**src/rtl/spl_pkg.sv**
```systemverilog
package spl_pkg;
   typedef enum logic [1:0] {
      CH_DATA = 2'b00,
      CH_EOP  = 2'b01,
      CH_EEP  = 2'b10
   } ch_kind_e;

   typedef enum logic [1:0] {
      S_IDLE  = 2'd0,
      S_REQ   = 2'd1,
      S_FWD   = 2'd2,
      S_SPILL = 2'd3
   } spl_state_e;
endpackage

```
**src/rtl/spl_hdr_check.sv**
```systemverilog
module spl_hdr_check #(
   parameter int DATA_W = 8,
   parameter int ADDR_W = 8,
   parameter int NPORT  = 4,
   parameter logic [ADDR_W-1:0] CFG_ADDR = '0
) (
   input  logic [DATA_W-1:0] hdr_data,
   input  logic [NPORT-1:0]  hdr_route,
   input  logic              cfg_en,
   output logic              hdr_drop
);
   logic [ADDR_W-1:0] addr;
   logic              is_cfg;

   generate
      if (ADDR_W > DATA_W) begin : g_bad_w
         $error("spl_hdr_check: ADDR_W exceeds DATA_W");
      end
      if (ADDR_W == DATA_W) begin : g_full
         assign addr = hdr_data;
      end else begin : g_low
         assign addr = hdr_data[ADDR_W-1:0];
      end
   endgenerate

   assign is_cfg   = (addr == CFG_ADDR);
   assign hdr_drop = (is_cfg && !cfg_en) || (hdr_route == '0);
endmodule

```
**src/rtl/spl_spill_flag.sv**
```systemverilog
module spl_spill_flag (
   input  logic clk,
   input  logic rst_n,
   input  logic set_i,
   input  logic clr_i,
   input  logic done_i,
   input  logic idle_i,
   output logic flag_o
);
   logic flag_q;

   always_ff @(posedge clk) begin
      if (!rst_n) begin
         flag_q <= 1'b0;
      end else if (flag_q) begin
         if (clr_i || done_i || idle_i) flag_q <= 1'b0;
      end else if (set_i) begin
         flag_q <= 1'b1;
      end
   end

   assign flag_o = flag_q;

   // an abort drops the flag on the next edge
   p_abort_clears_r9: assert property (@(posedge clk) disable iff (!rst_n)
      (flag_q && clr_i) |=> !flag_q);
   // a request with nothing in progress does not persist
   p_idle_noeffect_r8: assert property (@(posedge clk) disable iff (!rst_n)
      (flag_q && idle_i) |=> !flag_q);
endmodule

```
**src/rtl/spl_eep_track.sv**
```systemverilog
module spl_eep_track #(
   parameter int NPORT = 4
) (
   input  logic             clk,
   input  logic             rst_n,
   input  logic             load_i,
   input  logic [NPORT-1:0] load_mask_i,
   input  logic             clear_i,
   input  logic             active_i,
   input  logic [NPORT-1:0] eep_ack,
   output logic [NPORT-1:0] eep_req,
   output logic             empty_o
);
   logic [NPORT-1:0] pend_q;

   generate
      if (NPORT < 1) begin : g_bad_n
         $error("spl_eep_track: NPORT must be at least 1");
      end
      for (genvar i = 0; i < NPORT; i++) begin : g_port
         always_ff @(posedge clk) begin
            if (!rst_n || clear_i) begin
               pend_q[i] <= 1'b0;
            end else if (load_i) begin
               pend_q[i] <= load_mask_i[i];
            end else if (active_i && eep_ack[i]) begin
               pend_q[i] <= 1'b0;
            end
         end
         assign eep_req[i] = pend_q[i] && active_i;

         // accepted request is withdrawn
         p_eep_drop_r12: assert property (@(posedge clk) disable iff (!rst_n)
            (eep_req[i] && eep_ack[i]) |=> !eep_req[i]);
         // unaccepted request holds unless aborted
         p_eep_hold_r12: assert property (@(posedge clk) disable iff (!rst_n)
            (eep_req[i] && !eep_ack[i] && !clear_i) |=> eep_req[i]);
      end
   endgenerate

   assign empty_o = (pend_q == '0);
endmodule

```
**src/rtl/spl_rx_ctrl.sv**
```systemverilog
module spl_rx_ctrl
   import spl_pkg::*;
#(
   parameter int DATA_W = 8,
   parameter int ADDR_W = 8,
   parameter int NPORT  = 4
) (
   input  logic              clk,
   input  logic              rst_n,
   input  logic              port_dis,
   input  logic              cfg_acc_en,
   input  logic              spill_set,
   input  logic              spill_clr,
   output logic              spill_flag,
   input  logic              rx_valid,
   input  logic [1:0]        rx_kind,
   input  logic [DATA_W-1:0] rx_data,
   output logic              rx_ready,
   input  logic [NPORT-1:0]  route_mask,
   output logic [NPORT-1:0]  grant_req,
   input  logic [NPORT-1:0]  grant_ack,
   output logic              fwd_valid,
   output logic [1:0]        fwd_kind,
   output logic [DATA_W-1:0] fwd_data,
   input  logic              fwd_ready,
   output logic [NPORT-1:0]  eep_req,
   input  logic [NPORT-1:0]  eep_ack
);
   generate
      if (DATA_W < 2) begin : g_bad_dw
         $error("spl_rx_ctrl: DATA_W too small");
      end
   endgenerate

   spl_state_e       st_q, st_d;
   logic [NPORT-1:0] mask_q, mask_d;
   logic             sent_q, sent_d;
   logic             end_seen_q, end_seen_d;
   logic             take, is_end, all_granted, hdr_drop;
   logic             eep_load, eep_clear, eep_active, eep_empty;
   logic [NPORT-1:0] eep_load_mask;
   logic             spill_done, in_idle, spill_go;

   assign take        = rx_valid && !port_dis;
   assign is_end      = (rx_kind != CH_DATA);
   assign all_granted = ((grant_ack & mask_q) == mask_q);
   assign spill_go    = spill_flag && !spill_clr;
   assign in_idle     = (st_q == S_IDLE);
   assign eep_active  = (st_q == S_SPILL);
   assign fwd_kind    = rx_kind;
   assign fwd_data    = rx_data;

   spl_hdr_check #(
      .DATA_W(DATA_W), .ADDR_W(ADDR_W), .NPORT(NPORT), .CFG_ADDR('0)
   ) u_hdr (
      .hdr_data(rx_data), .hdr_route(route_mask), .cfg_en(cfg_acc_en),
      .hdr_drop(hdr_drop)
   );

   spl_spill_flag u_flag (
      .clk(clk), .rst_n(rst_n), .set_i(spill_set), .clr_i(spill_clr),
      .done_i(spill_done), .idle_i(in_idle), .flag_o(spill_flag)
   );

   spl_eep_track #(.NPORT(NPORT)) u_eep (
      .clk(clk), .rst_n(rst_n), .load_i(eep_load), .load_mask_i(eep_load_mask),
      .clear_i(eep_clear), .active_i(eep_active), .eep_ack(eep_ack),
      .eep_req(eep_req), .empty_o(eep_empty)
   );

   always_comb begin
      st_d          = st_q;
      mask_d        = mask_q;
      sent_d        = sent_q;
      end_seen_d    = end_seen_q;
      rx_ready      = 1'b0;
      fwd_valid     = 1'b0;
      grant_req     = '0;
      eep_load      = 1'b0;
      eep_load_mask = '0;
      eep_clear     = 1'b0;
      spill_done    = 1'b0;
      unique case (st_q)
         S_IDLE: begin
            if (take) begin
               if (is_end) begin
                  rx_ready = 1'b1;
               end else if (hdr_drop) begin
                  rx_ready   = 1'b1;
                  end_seen_d = 1'b0;
                  eep_load   = 1'b1;
                  st_d       = S_SPILL;
               end else begin
                  mask_d = route_mask;
                  sent_d = 1'b0;
                  st_d   = S_REQ;
               end
            end
         end
         S_REQ: begin
            grant_req = mask_q;
            if (spill_go) begin
               end_seen_d = 1'b0;
               eep_load   = 1'b1;
               st_d       = S_SPILL;
            end else if (all_granted) begin
               st_d = S_FWD;
            end
         end
         S_FWD: begin
            grant_req = mask_q;
            if (spill_go) begin
               end_seen_d    = 1'b0;
               eep_load      = 1'b1;
               eep_load_mask = sent_q ? mask_q : '0;
               st_d          = S_SPILL;
            end else begin
               fwd_valid = take;
               rx_ready  = take && fwd_ready;
               if (rx_ready) begin
                  sent_d = 1'b1;
                  if (is_end) st_d = S_IDLE;
               end
            end
         end
         S_SPILL: begin
            if (spill_flag && spill_clr) begin
               eep_clear = 1'b1;
               st_d      = S_IDLE;
            end else begin
               rx_ready = take && !end_seen_q;
               if (rx_ready && is_end) end_seen_d = 1'b1;
               if (end_seen_q && eep_empty) begin
                  spill_done = 1'b1;
                  st_d       = S_IDLE;
               end
            end
         end
         default: st_d = S_IDLE;
      endcase
   end

   always_ff @(posedge clk) begin
      if (!rst_n) begin
         st_q       <= S_IDLE;
         mask_q     <= '0;
         sent_q     <= 1'b0;
         end_seen_q <= 1'b0;
      end else begin
         st_q       <= st_d;
         mask_q     <= mask_d;
         sent_q     <= sent_d;
         end_seen_q <= end_seen_d;
      end
   end

   // error markers only after the grant is gone
   p_eep_no_grant_r7: assert property (@(posedge clk) disable iff (!rst_n)
      (eep_req != '0) |-> (grant_req == '0));
   // forwarding only under a complete grant
   p_fwd_granted_r2: assert property (@(posedge clk) disable iff (!rst_n)
      fwd_valid |-> ((grant_req != '0) && ((grant_ack & grant_req) == grant_req)));
   // grant released after a forwarded end marker
   p_end_release_r2: assert property (@(posedge clk) disable iff (!rst_n)
      (fwd_valid && fwd_ready && (fwd_kind != CH_DATA)) |=> (grant_req == '0));
   // disabled port moves nothing
   p_dis_blocks_r10: assert property (@(posedge clk) disable iff (!rst_n)
      port_dis |-> (!rx_ready && !fwd_valid));
   // a forward handshake consumes the receive character
   p_fwd_consume_r3: assert property (@(posedge clk) disable iff (!rst_n)
      (fwd_valid && fwd_ready) |-> rx_ready);
   // configuration address refused when access is off
   p_cfg_refused_r4: assert property (@(posedge clk) disable iff (!rst_n)
      (in_idle && take && !is_end && (rx_data == '0) && !cfg_acc_en) |=> (grant_req == '0));
endmodule

```
**config.mk**
```make
export PLATFORM = sky130hd
export DESIGN_NAME = spl_rx_ctrl
export DESIGN_NICKNAME = d
export VERILOG_FILES = /design/src/rtl/spl_pkg.sv /design/src/rtl/spl_hdr_check.sv /design/src/rtl/spl_spill_flag.sv /design/src/rtl/spl_eep_track.sv /design/src/rtl/spl_rx_ctrl.sv
export SDC_FILE = /design/constraint.sdc
export NUM_CORES = 1
export LEC_CHECK = 0
export CORE_MARGIN = 2
export CORE_UTILIZATION = 45
export DETAILED_ROUTE_END_ITERATION = 12
export PLACE_DENSITY = 0.85
export SYNTH_ARGS = -nofsm -noshare
export SYNTH_HDL_FRONTEND = slang
export SYNTH_SLANG_ARGS = --single-unit
```
**constraint.sdc**
```tcl
create_clock -name clk -period 2.65 [get_ports clk]
set_input_delay 0.53 -clock clk [delete_from_list [all_inputs] [get_ports clk]]
set_output_delay 0.53 -clock clk [all_outputs]
set_load 0.05 [all_outputs]
```
==> results of run 1 <==
## final cells by class
cell class,instances,area [sq um]
Multi-Input combinational cell,104,798
Fill cell,180,754
Timing Repair Buffer,55,536
Sequential cell,13,260
Tap cell,30,37.5
Clock buffer,3,22.5
Inverter,5,18.8
Clock inverter,1,5.00
## worst max-delay path, stage by stage
cell	delay, ps
clkdlybuf4s50_1	470
nor4_4	310
a31o_2	170
o31ai_1	80
a211oi_2	270
clkbuf_16	210
## cell usage after synthesis (2+ instances only)
| library cell | number |
|---|---|
| nand2_1 | 17 |
| dfxtp_1 | 13 |
| buf_4 | 10 |
| and2_1 | 9 |
| nor2_1 | 8 |
| mux2i_1 | 6 |
| ha_1 | 5 |
| inv_1 | 5 |
| a21oi_1 | 4 |
| nand2b_1 | 4 |
| nor3_1 | 4 |
| a211o_1 | 3 |
| a31oi_1 | 3 |
| clkbuf_1 | 3 |
| nand4b_1 | 3 |
| nor2b_1 | 3 |
| o21ai_0 | 3 |
| a211oi_1 | 2 |
| a21boi_0 | 2 |
| a22o_1 | 2 |
| nand3_1 | 2 |
| nor4_2 | 2 |
| o2111ai_1 | 2 |
| o211ai_1 | 2 |
| or4b_4 | 2 |
## routing by layer
layer | GRT usage | wire length [microns] | vias to the layer above
met2 | 0.398 | 1570 | 50
met3 | 0.0301 | 191 | 7
met1 | 0.292 | 1370 | 554
met4 | 0.121 | 87 | 0
li1 | - | - | 582
met5 | 0 | 0 | -
## sequential cells by signal, indices dropped and copies added (netlist names)
name,count
u_eep.pend_q,4
end_seen_q,1
st_q,2
u_flag.flag_o,1
mask_q,4
sent_q,1
## stage by stage
stage	power, W	util	cells	hold WS (ps)
after floorplan	0.000529	-	136	432
after global placement	0.000646	0.659	206	445
after detailed placement	0.000660	0.659	206	470
after CTS	0.000792	0.675	210	482
after global routing	0.000850	0.690	211	508
final	0.000808	0.690	211	480
## power groups by stage
stage	Clock (W)	Sequential (W)	Combinational (W)
finish	0.000139	0.000229	0.000440
global route	0.000144	0.000231	0.000475
CTS	0.000134	0.000224	0.000434
detailed placement	0	0.000229	0.000431
global placement	0	0.000227	0.000419
floorplan	0	0.000229	0.000300
## repair_timing
| item | CTS | global route |
|---|---|---|
| gates cloned | 0 | 0 |
| setup buffers | 0 | 1 |
| resized for setup | 2 | 8 |
| setup endpoints to repair | 3 | 1 |
| pin swaps | 0 | 4 |
| hold buffers | 0 | 0 |
## worst max-delay path by stage
stage / from / end / cells after the start
after floorplan: rx_data[3] / rx_ready / 4
after global placement: route_mask[3] / rx_ready / 6
after detailed placement: route_mask[3] / rx_ready / 6
after CTS: rx_data[3] / rx_ready / 6
after global routing: route_mask[0] / rx_ready / 6
final: route_mask[0] / rx_ready / 6
## cells by family (layout without fill, tap and decap cells)
family / Yosys count / after routing / share of synthesized area
adders and majority gates: 5 / 5 / 0.0548
and+or+nand+nor: 59 / 59 / 0.311
buffers and inverters: 19 / 64 / 0.0965
AOI/OAI and AO/OA: 34 / 34 / 0.257
muxes: 6 / 6 / 0.0526
DFF: 13 / 13 / 0.228
==> flow_summary.ini, run 1 <==
[clocking]
clock_latency_ps = 300
cts_tree = yes
cts_buffers = 3
clockRootBuffer = clkbuf_4
clockBufferDepth = 2
cts.clk_slew.worst_paths_ps = 90
htreeDepth = 1
clock-sinks = 13

[power_and_ir_drop]
ir_drop_mv = 0.364
switchingPower_w = 0.000363
cellPowerDensity_nw_per_um2 = 482
clkPwrFrac = 0.172
comb_power_share = 0.545
p_int_w = 0.000445
seqPwrFrac = 0.283
p_sw_frac = 0.449
p_leak_nw = 0.670

[sta]
min_period_over_period = 0.973
finalSetupViolations = 0
final.setup.tns_ps = 0
fin_skew_ps = 2.84
max_freq_ghz = 0.388
setup_slack_ps = 70.7
slew_viol_final = 0
rsz0062_at_grt = no
hold_viol = 0
slew_headroom = 0.620
min_period_ps = 2580
tightest_slew_ps = 567

[worst_setup_path]
critPathLaunchType = input port
ff2ff_path_depth = 6
worst-setup-path-type = in -> out
cp-end-kind = primary output
cp_max_fo = 2
cp_data_arrival_time_ps = 2050
r2r-start = st_q[0]$_SDFFE_PN0P_
r2r_setup_slack_ps = 650
critPathRequiredTime_ps = 2120
r2r-end = u_eep.pend_q[1]$_SDFFE_PP0P_

[die]
dieArea_sq_um = 2950
std_cell_rows = 18
die_y_microns = 54.4
start_util = 0.469
ios = 51
core_sq_um = 2430
die_x_microns = 54.4

[grt]
grt_max_degree = 16
grt_pass1_wl_microns = 5040
grt.total_usage = 0.236
gr-total-overflow = 0
antenna_found_initial = 0
grt_pass1_vias = 1147

[synthesis]
syn_nets = 171
yosysWarnings = 0
yosys.area.top_type = dfxtp_1
postSynthCellCount = 136
synth_area_leaders = dfxtp_1 (23%), buf_4 (6.6%), nand2_1 (5.6%)
synth_area_sq_um = 1140
synth.avg_cell_area_sq_um = 8.39
yosys_most_used_dff = dfxtp_1
netlist.area_leader.share = 0.228
synth-edff-count = 0
synth-async-reset-ratio = 0
yosysSeqAreaShare = 0.228
synth.distinct_cells = 42
ys_ff_latch = 13

[min_path]
min_path_cells = 2
holdPathEnd = sent_q$_SDFFE_PN0P_
worstHoldStart = sent_q$_SDFFE_PN0P_
worstHoldPathType = reg -> reg

[routing]
vias_per_cell = 5.65
avgRoutedWirePerCell_microns = 15.3
vias = 1193
dr.pass1.iters = 4
wirelength_microns = 3220
route.detailed.drc = 0
drt.antenna.violating_nets = 0
drtIter0Drc = 41

[placed_design]
placed_area_sq_um = 1600
pre_cts_ws_ps = 8.23
gp_congestion = 0.894
port_buffers = 50
hpwl_microns = 2530

[final_layout]
mostFrequentLayoutCells = clkdlybuf4s50_1 (27), buf_4 (21), nand2_1 (17)
antenna_cells = 0
fin_area_sq_um = 1680
layout-drive-gt1-share = 0.238
area_growth_pct = 47.0
fin_nets = 217
layout_commonest_cell = clkdlybuf4s50_1

[outcome]
status = finished, final reports clean

[flow_run]
cap_violations = 0
Power figures use the tool's default switching activity.
==> run 2: changes to the inputs <==
Settings changed: HOLD_SLACK_MARGIN set to 0.02.
Clock period 2.65 ns to 3.3 ns, I/O delays scaled along.
==> flow_summary.ini, run 2 (synthesis results as in run 1) <==
[outcome]
status = finished, final reports clean

[die]
start_util = 0.469
die_y_microns = 54.4
dieArea_sq_um = 2950
die_x_microns = 54.4
ios = 51
core_sq_um = 2430
std_cell_rows = 18

[worst_setup_path]
cp-end-kind = primary output
critPathRequiredTime_ps = 2640
worst-setup-path-type = in -> out
cp_data_arrival_time_ps = 2400
r2r_setup_slack_ps = 1350
cp_max_fo = 5
critPathLaunchType = input port

[routing]
dr.pass1.iters = 4
vias = 1198
drtIter0Drc = 15
drt.antenna.violating_nets = 0
wirelength_microns = 3140
vias_per_cell = 5.82
avgRoutedWirePerCell_microns = 15.3
route.detailed.drc = 0

[sta]
fin_skew_ps = 5.32
min_period_ps = 3060
finalSetupViolations = 0
slew_headroom = 0.579
tightest_slew_ps = 630
min_period_over_period = 0.928
slew_viol_final = 0
setup_slack_ps = 236
max_freq_ghz = 0.326
final.setup.tns_ps = 0
rsz0062_at_grt = no
hold_viol = 0

[clocking]
clockBufferDepth = 2
ctsResizeCount = 0
hold_buffers = 0
cts.clk_slew.worst_paths_ps = 90
clock_latency_ps = 280
clock-sinks = 13
clockRootBuffer = clkbuf_4
cts_buffers = 3
cts_setup_buffers = 0
cts_tree = yes
htreeDepth = 1

[placed_design]
placed_area_sq_um = 1600
pre_cts_ws_ps = 214
gp_congestion = 0.880
port_buffers = 50
hpwl_microns = 2490

[power_and_ir_drop]
ir_drop_mv = 0.352
total_power_w = 0.000628
cellPowerDensity_nw_per_um2 = 387
p_leak_nw = 0.569

[final_layout]
fin_area_sq_um = 1620
layout-drive-gt1-share = 0.102
area_growth_pct = 42.1
layout_commonest_cell = clkdlybuf4s50_1
mostFrequentLayoutCells = clkdlybuf4s50_1 (48), nand2_1 (17), dfxtp_1 (13)
fin_nets = 212
reg_top3 = mask_q: 4 flops, u_eep.pend_q: 4 flops, st_q: 2 flops
antenna_cells = 0

[grt]
grt.total_usage = 0.243
grt_pass1_wl_microns = 5190
antenna_found_initial = 0
grt_pass1_vias = 1203
grt_max_degree = 19
gr-total-overflow = 0

[flow_run]
cap_violations = 0

[min_path]
worstHoldPathType = reg -> reg
==> run 2: cell types whose count changed in the layout (fill, tap and decap cells not counted), sizes merged <==
cell           delta
buf              -20
dlymetal6s2s      -5
clkdlybuf4s50    +21
clkinv            -1
==> run 2: final cells by class <==
type | count | area [sq um]
clock buffer | 4 | 26.3
fill | 206 | 811
inverter | 5 | 18.8
multi-input combinational | 104 | 771
sequential | 13 | 260
tap | 30 | 37.5
timing repair buffer | 50 | 508
==> run 2: final timing paths <==
kind                             start                           end  cells after the start
setup / recovery            rx_data[3]                      rx_ready                      6
hold / removal     sent_q$_SDFFE_PN0P_           sent_q$_SDFFE_PN0P_                      2
setup reg to reg  st_q[0]$_SDFFE_PN0P_  u_eep.pend_q[1]$_SDFFE_PP0P_                      6
hold reg to reg    sent_q$_SDFFE_PN0P_           sent_q$_SDFFE_PN0P_                      2
==> run 2: report_power, final <==
group	internal [W]	switching, W
clock network	0.0000470	0.0000567
logic	0.000140	0.000204
registers	0.000168	0.0000125
total	0.000355	0.000273
==> run 2: critical path: stages <==
cell	delay, ps
clkdlybuf4s50_1	430
nor4_2	370
a31o_2	280
o31ai_1	90
a211oi_1	400
buf_12	190
==> run 2: through the flow <==
step	cells	util	hold slack [ps]
final	206	0.667	459
after global routing	206	0.667	500
after CTS	206	0.667	462
after detailed placement	202	0.656	450
after global placement	202	0.656	443
after floorplan	136	-	432
==> run 2: layer usage <==
| layer | track usage | part of all wire | vias to the layer above |
|---|---|---|---|
| met4 | 0.100 | 0.013 | 0 |
| met5 | 0 | 0 | - |
| met3 | 0.0328 | 0.054 | 7 |
| met1 | 0.295 | 0.42 | 574 |
| li1 | - | - | 574 |
| met2 | 0.428 | 0.51 | 43 |
